## config.mk

```make
export PLATFORM = sky130hd
export DESIGN_NAME = gf2_colmul
export DESIGN_NICKNAME = d
export VERILOG_FILES = /design/src/rtl/gf2cm_pkg.sv /design/src/rtl/gf2cm_sched.sv /design/src/rtl/gf2cm_digit_mul.sv /design/src/rtl/gf2cm_accum.sv /design/src/rtl/gf2_colmul.sv
export SDC_FILE = /design/constraint.sdc
export NUM_CORES = 2
export LEC_CHECK = 0
export BUFFER_PORTS_ARGS = -buffer_cell sky130_fd_sc_hd__buf_2
export CAP_MARGIN = 25
export CELL_PAD_IN_SITES_DETAIL_PLACEMENT = 1
export CELL_PAD_IN_SITES_GLOBAL_PLACEMENT = 1
export CORE_UTILIZATION = 40
export CTS_BUF_LIST = sky130_fd_sc_hd__clkbuf_4 sky130_fd_sc_hd__clkbuf_8 sky130_fd_sc_hd__clkbuf_16
export CTS_CLUSTER_SIZE = 8
export DETAILED_ROUTE_END_ITERATION = 8
export GPL_TIMING_DRIVEN = 1
export HOLD_SLACK_MARGIN = 0.05
export MAX_ROUTING_LAYER = met4
export PLACE_DENSITY_LB_ADDON = 0.05
export SLEW_MARGIN = 40
export SYNTH_ARGS = -nofsm -noshare
export SYNTH_HDL_FRONTEND = slang
export SYNTH_SLANG_ARGS = --single-unit
```

## constraint.sdc

```tcl
create_clock -name clk -period 2.97 [get_ports clk]
set_input_delay 0.297 -clock clk [delete_from_list [all_inputs] [get_ports clk]]
set_output_delay 0.297 -clock clk [all_outputs]
set_load 0.01 [all_outputs]
```

## src/rtl/gf2cm_pkg.sv

```systemverilog
package gf2cm_pkg;

  typedef enum logic [1:0] {SQ_IDLE, SQ_RUN, SQ_WAIT} sq_state_t;

  // first A-digit index contributing to column k
  function automatic int col_first(input int k, input int n);
    return (k >= n) ? (k - n + 1) : 0;
  endfunction

  // last A-digit index contributing to column k
  function automatic int col_final(input int k, input int n);
    return (k < n) ? k : (n - 1);
  endfunction

endpackage

```

## src/rtl/gf2cm_sched.sv

```systemverilog
module gf2cm_sched #(
  parameter int N  = 4,
  parameter int AW = $clog2(N),
  parameter int KW = $clog2(2*N)
) (
  input  logic          clk,
  input  logic          rst_n,
  input  logic          start,
  input  logic          fin,
  output logic          busy,
  output logic          issue_v,
  output logic          issue_last,
  output logic [KW-1:0] issue_col,
  output logic [AW-1:0] a_idx,
  output logic [AW-1:0] b_idx
);
  import gf2cm_pkg::*;

  localparam int LAST_COL = 2*N - 2;

  sq_state_t     state;
  logic [KW-1:0] k_q;
  logic [AW-1:0] i_q;

  always_comb begin
    busy       = (state != SQ_IDLE);
    issue_v    = (state == SQ_RUN);
    issue_last = issue_v && (int'(i_q) == col_final(int'(k_q), N));
    issue_col  = k_q;
    a_idx      = i_q;
    b_idx      = AW'(int'(k_q) - int'(i_q));
  end

  always_ff @(posedge clk or negedge rst_n) begin
    if (!rst_n) begin
      state <= SQ_IDLE;
      k_q   <= '0;
      i_q   <= '0;
    end else begin
      case (state)
        SQ_IDLE: if (start) begin
          state <= SQ_RUN;
          k_q   <= '0;
          i_q   <= '0;
        end
        SQ_RUN: begin
          if (issue_last) begin
            if (int'(k_q) == LAST_COL) begin
              state <= SQ_WAIT;
            end else begin
              k_q <= k_q + 1'b1;
              i_q <= AW'(col_first(int'(k_q) + 1, N));
            end
          end else begin
            i_q <= i_q + 1'b1;
          end
        end
        SQ_WAIT: if (fin) state <= SQ_IDLE;
        default: state <= SQ_IDLE;
      endcase
    end
  end

  // every issued pair lies inside the operand memories
  p_pair_in_range_r3: assert property (@(posedge clk) disable iff (!rst_n)
    issue_v |-> (int'(a_idx) < N && int'(b_idx) < N));

  // a start during an operation does not rewind the walk
  p_start_ignored_r6: assert property (@(posedge clk) disable iff (!rst_n)
    (busy && start) |=> !(k_q == '0 && i_q == '0));

endmodule

```

## src/rtl/gf2cm_digit_mul.sv

```systemverilog
module gf2cm_digit_mul #(
  parameter int BW = 64
) (
  input  logic [BW-1:0] a,
  input  logic [BW-1:0] b,
  output logic [BW-1:0] prod_lo,
  output logic [BW-1:0] prod_hi
);
  // shift-and-XOR form of the carry-less digit product
  function automatic logic [2*BW-1:0] clmul(input logic [BW-1:0] x,
                                            input logic [BW-1:0] y);
    logic [2*BW-1:0] acc;
    acc = '0;
    for (int s = 0; s < BW; s++) begin
      if (x[s]) acc = acc ^ ({{BW{1'b0}}, y} << s);
    end
    return acc;
  endfunction

  logic [2*BW-1:0] full;

  always_comb begin
    full    = clmul(a, b);
    prod_lo = full[BW-1:0];
    prod_hi = full[2*BW-1:BW];
  end

endmodule

```

## src/rtl/gf2cm_accum.sv

```systemverilog
module gf2cm_accum #(
  parameter int N  = 4,
  parameter int BW = 64,
  parameter int KW = $clog2(2*N)
) (
  input  logic          clk,
  input  logic          rst_n,
  input  logic          clear,
  input  logic          in_v,
  input  logic          in_last,
  input  logic [KW-1:0] in_col,
  input  logic [BW-1:0] prod_lo,
  input  logic [BW-1:0] prod_hi,
  output logic          r_we,
  output logic [KW-1:0] r_addr,
  output logic [BW-1:0] r_wdata,
  output logic          done
);
  localparam int LAST_COL = 2*N - 2;
  localparam int TAIL_IDX = 2*N - 1;

  logic          s1_v, s1_last;
  logic [KW-1:0] s1_col;
  logic [BW-1:0] acc_lo, acc_hi;
  logic          tail_q, tailwr_q;
  logic          col_close;

  assign col_close = s1_v && s1_last;

  always_ff @(posedge clk or negedge rst_n) begin
    if (!rst_n) begin
      s1_v     <= 1'b0;
      s1_last  <= 1'b0;
      s1_col   <= '0;
      acc_lo   <= '0;
      acc_hi   <= '0;
      tail_q   <= 1'b0;
      tailwr_q <= 1'b0;
      r_we     <= 1'b0;
      r_addr   <= '0;
      r_wdata  <= '0;
      done     <= 1'b0;
    end else begin
      s1_v     <= in_v;
      s1_last  <= in_last;
      s1_col   <= in_col;
      r_we     <= 1'b0;
      done     <= tailwr_q;
      tailwr_q <= tail_q;
      tail_q   <= 1'b0;
      if (clear) begin
        acc_lo <= '0;
        acc_hi <= '0;
      end else if (col_close) begin
        r_we    <= 1'b1;
        r_addr  <= s1_col;
        r_wdata <= acc_lo ^ prod_lo;
        acc_lo  <= acc_hi ^ prod_hi;
        acc_hi  <= '0;
        tail_q  <= (int'(s1_col) == LAST_COL);
      end else if (s1_v) begin
        acc_lo <= acc_lo ^ prod_lo;
        acc_hi <= acc_hi ^ prod_hi;
      end else if (tail_q) begin
        r_we    <= 1'b1;
        r_addr  <= KW'(TAIL_IDX);
        r_wdata <= acc_lo;
      end
    end
  end

  // checker counter: next result index expected at the write port
  logic [KW:0] chk_next;
  always_ff @(posedge clk or negedge rst_n) begin
    if (!rst_n)      chk_next <= '0;
    else if (clear)  chk_next <= '0;
    else if (r_we)   chk_next <= chk_next + 1'b1;
  end

  // digits leave in ascending order, each once
  p_digit_order_r2: assert property (@(posedge clk) disable iff (!rst_n)
    r_we |-> (int'(r_addr) == int'(chk_next)));

  // leftover digit follows the last full column at once
  p_tail_follows_r4: assert property (@(posedge clk) disable iff (!rst_n)
    (r_we && int'(r_addr) == LAST_COL) |=> (r_we && int'(r_addr) == TAIL_IDX));

  // done comes right after the final write
  p_done_after_tail_r5: assert property (@(posedge clk) disable iff (!rst_n)
    done |-> ($past(r_we) && int'($past(r_addr)) == TAIL_IDX));

  // done is a single-cycle pulse
  p_done_pulse_r5: assert property (@(posedge clk) disable iff (!rst_n)
    done |=> !done);

endmodule

```

## src/rtl/gf2_colmul.sv

```systemverilog
module gf2_colmul #(
  parameter int N  = 4,
  parameter int BW = 64,
  localparam int AW = $clog2(N),
  localparam int KW = $clog2(2*N)
) (
  input  logic          clk,
  input  logic          rst_n,
  input  logic          start,
  output logic          busy,
  output logic          done,
  output logic [AW-1:0] a_addr,
  input  logic [BW-1:0] a_rdata,
  output logic [AW-1:0] b_addr,
  input  logic [BW-1:0] b_rdata,
  output logic          r_we,
  output logic [KW-1:0] r_addr,
  output logic [BW-1:0] r_wdata
);
  logic          issue_v, issue_last;
  logic [KW-1:0] issue_col;
  logic [BW-1:0] prod_lo, prod_hi;
  logic          accept;

  assign accept = start && !busy;

  gf2cm_sched #(.N(N), .AW(AW), .KW(KW)) u_sched (
    .clk(clk), .rst_n(rst_n), .start(start), .fin(done), .busy(busy),
    .issue_v(issue_v), .issue_last(issue_last), .issue_col(issue_col),
    .a_idx(a_addr), .b_idx(b_addr)
  );

  gf2cm_digit_mul #(.BW(BW)) u_dmul (
    .a(a_rdata), .b(b_rdata), .prod_lo(prod_lo), .prod_hi(prod_hi)
  );

  gf2cm_accum #(.N(N), .BW(BW), .KW(KW)) u_accum (
    .clk(clk), .rst_n(rst_n), .clear(accept),
    .in_v(issue_v), .in_last(issue_last), .in_col(issue_col),
    .prod_lo(prod_lo), .prod_hi(prod_hi),
    .r_we(r_we), .r_addr(r_addr), .r_wdata(r_wdata), .done(done)
  );

  // busy holds from an accepted start until done has been seen
  p_busy_hold_r6: assert property (@(posedge clk) disable iff (!rst_n)
    (busy && !done) |=> busy);

endmodule

```

==> impl_metrics.py <==
metrics = {
    "setup_path": {
        "start_kind": "primary input",
        "reg2regPathDepth": 11,
        "path_max_fanout": 9,
        "path_class": "in2reg",
        "cp-startpoint": "a_rdata[5]",
        "rr_startpoint": "u_accum.acc_lo[60]",
        "cp.required_ps": 3480,
        "endpoint_kind": "register",
        "endpoint": "u_accum.acc_lo[48]",
        "r2r-end": "u_accum.r_wdata[60]",
        "r2r_slack_ps": 110,
        "critPathArrivalTime_ps": 3490,
    },
    "sta": {
        "hold_viol_final": 0,
        "post-route-period-util": 1.00,
        "fmax_ghz": 0.336,
        "final_max_slew_viol_count": 0,
        "worst_pin_slew_ps": 910,
        "relSlewSlack": 0.394,
        "setup_viol": 1,
        "clock_skew_ps": 42.6,
        "rsz0062_at_grt": "no",
        "worst_slack_ps": -6.10,
        "setup_tns_ps": -6.10,
        "finalCriticalPeriod_ps": 2980,
    },
    "cts": {
        "cts_made_buffers": 36,
        "clockBufferDepth": 3,
        "clock-root-buffer": "clkbuf_16",
        "insertion_delay_ps": 610,
        "htree_levels": 2,
        "cts.sinks": 210,
        "cts_tree": "built",
        "clkSlewWorstSetupHoldPaths_ps": 60,
    },
    "global_route": {
        "grt_pass1_vias": 74500,
        "gr-usage-all-layers": 0.531,
        "antenna_found_initial": 32,
        "grt_pass1_wl_mm": 612,
        "grt_max_degree": 128,
        "grt_overflow": 0,
    },
    "detailed_routing": {
        "routed-wl-met3_mm": 58.8,
        "drt_iter0_markers": 12000,
        "routed-wl-met2_mm": 185,
        "vias": 75600,
        "drtAntennaViolNets": 0,
        "dr.pass1.iters": 5,
        "wl_mm": 452,
        "wl_per_cell_um": 36.0,
        "drc": 0,
        "viasPerCell": 6.03,
        "met1_length_mm": 173,
        "highest_layer": "met4",
    },
    "finish": {
        "synthToLayoutAreaGrowth_pct": 15.9,
        "final_cell_mix": "4246 x nand2_1, 3051 x xnor2_1, 1026 x xor2_1",
        "multiInputGateArea_um2": 54600,
        "seqCellArea_um2": 5260,
        "fillCellCount": 21400,
        "fin_nets": 10400,
        "drive_gt1_frac": 0.134,
        "final_area_um2": 77700,
        "final_common_cell": "nand2_1",
    },
    "floorplanning": {
        "die_area_um2": 169000,
        "start_util": 0.405,
        "dieHeight_um": 411,
        "dieWidth_um": 411,
        "coreArea_um2": 166000,
        "io-pin-count": 205,
        "rows": 149,
    },
    "status": {
        "violations": "setup timing",
        "status": "complete, but fails checks",
    },
    "placed_design": {
        "placed_cell_area_um2": 76400,
        "place_congestion": 1.02,
        "portBuffers": 204,
        "dp.final_hpwl_mm": 312,
    },
    "run": {
        "drv_cap": 0,
    },
    "min_path": {
        "hold_class": "in2async",
    },
    "power_and_ir_drop": {
        "p_per_area_nw_per_um2": 859,
        "peakVddDrop_mv": 0.789,
        "p_leak_nw": 31.0,
    },
    "synthesis": {
        "syn-instance-count": 9944,
        "synth_nets": 10100,
        "synth_cell_types": 43,
        "synth_seq_area_share": 0.0783,
        "synth-warning-count": 0,
        "synth_seq_cells": 210,
        "synthesis.area_um2": 67100,
        "avgSynthCellArea_um2": 6.74,
    },
}
==> worst max-delay path: stages <==
cell and delay (ps):
buf_4 340, buf_4 280, nand2_1 80, xnor2_1 140
xnor2_1 200, xnor2_1 160, xnor2_2 410, xnor2_1 300
buf_12 200, xnor2_1 560, buf_4 230, o21ai_0 70
o21ai_0 210
==> area by class of cell <==
type / instances / share of cell area
Antenna cell: 37 / 0.00119
Sequential cell: 210 / 0.0677
Clock inverter: 11 / 0.00187
Inverter: 7 / 0.000338
Timing Repair Buffer: 1278 / 0.179
Multi-Input combinational cell: 8768 / 0.703
Tap cell: 2189 / 0.0352
Clock buffer: 42 / 0.0124
==> routing by layer <==
layer	GRT usage	vias to the layer above
met5	-	-
met2	0.757	6127
met4	0.340	0
met3	0.132	1828
met1	0.663	37400
li1	-	30200
==> cells by family (layout without fill, tap and decap cells) <==
logic type | after synthesis | count (layout) | synth area share
and+or+nand+nor | 4356 | 4356 | 0.245
xor gates and xnor gates | 4097 | 4097 | 0.537
buffers and inverters | 966 | 1338 | 0.108
AOI/OAI and AO/OA | 281 | 281 | 0.0262
DFF | 210 | 210 | 0.0783
muxes | 31 | 31 | 0.00466
adders and majority gates | 3 | 3 | 0.000560
other | 0 | 37 | 0
==> Yosys cell counts <==
library cell	number	area [um2]
a211oi_1	5	37.5
dfrtp_1	210	5260
o22a_1	2	17.5
buf_1	13	48.8
and3_1	1	6.26
o211ai_1	7	52.6
a32o_1	1	10.0
o21ai_1	3	15.0
and2_1	3	18.8
mux2_2	2	22.5
a21oi_2	1	8.76
nor3_1	4	20.0
mux2i_1	29	290
xnor2_2	13	211
xor2_1	1026	8990
inv_1	6	22.5
buf_8	3	45.0
nor2_1	74	278
o22ai_1	1	6.26
nand3_1	3	15.0
a21o_1	5	37.5
clkinv_1	1	3.75
o21ai_0	128	641
o21a_1	7	52.6
buf_4	266	2000
xnor2_1	3056	26800
clkbuf_1	48	180
buf_6	292	3290
a221o_1	7	70.1
nand2_2	21	131
o31ai_1	3	22.5
a22o_1	43	377
a31oi_1	8	50.1
a41oi_1	1	8.76
xnor3_1	2	45.0
buf_2	337	1690
o221ai_1	12	105
o21bai_1	1	7.51
ha_1	3	37.5
a21oi_1	42	210
nand2b_1	2	12.5
nand2_1	4248	15900
a22oi_1	4	30.0
==> sequential cells by signal, indices dropped and copies added (netlist names), 2 cells and up <==
signal / count
u_sched.a_idx: 2
u_accum.r_addr: 3
u_sched.issue_col: 3
u_sched.state: 2
u_accum.acc_lo: 64
u_accum.acc_hi: 63
u_accum.s1_col: 3
u_accum.r_wdata: 64
==> metrics by stage <==
stage	utilization	hold WS [ps]	std cells	worst slack (ps)	power, mW
after global placement	0.461	334	12500	-593	59.4
after CTS	0.468	144	12500	60.6	64.7
final	0.469	147	12500	-6.10	66.8
after global routing	0.469	180	12500	28.6	68.1
after detailed placement	0.461	337	12500	-649	60.1
after floorplan	-	1.41	9944	919	32.6
==> worst min path at each step <==
stage / from / slack, ps / endpoint / cells past startpoint
5_1_grt: rst_n / 180 / u_accum.acc_hi[50] / 2
3_3_place_gp: u_accum.tailwr_q / 330 / u_accum.done / 0
2_1_floorplan: rst_n / 1 / u_accum.acc_hi[0] / 0
3_5_place_dp: u_accum.tailwr_q / 340 / u_accum.done / 0
6_report: rst_n / 150 / u_accum.acc_hi[50] / 2
4_1_cts: start / 140 / u_sched.state[0] / 3
==> report_power, final <==
part | switching, mW | total (mW) | internal, mW
registers | 1.82 | 6.42 | 4.59
clock network | 1.83 | 4.38 | 2.55
logic | 32.6 | 56.0 | 23.4
total | 36.3 | 66.8 | 30.5
==> repair_timing <==
action / CTS / global route
endpoints found under the hold margin: 83 / 0
setup buffers: 0 / 0
endpoints found under the setup margin: 1 / 2
hold buffers: 1 / 0
resized for setup: 1 / 2
(Power assumes the default switching activity.)
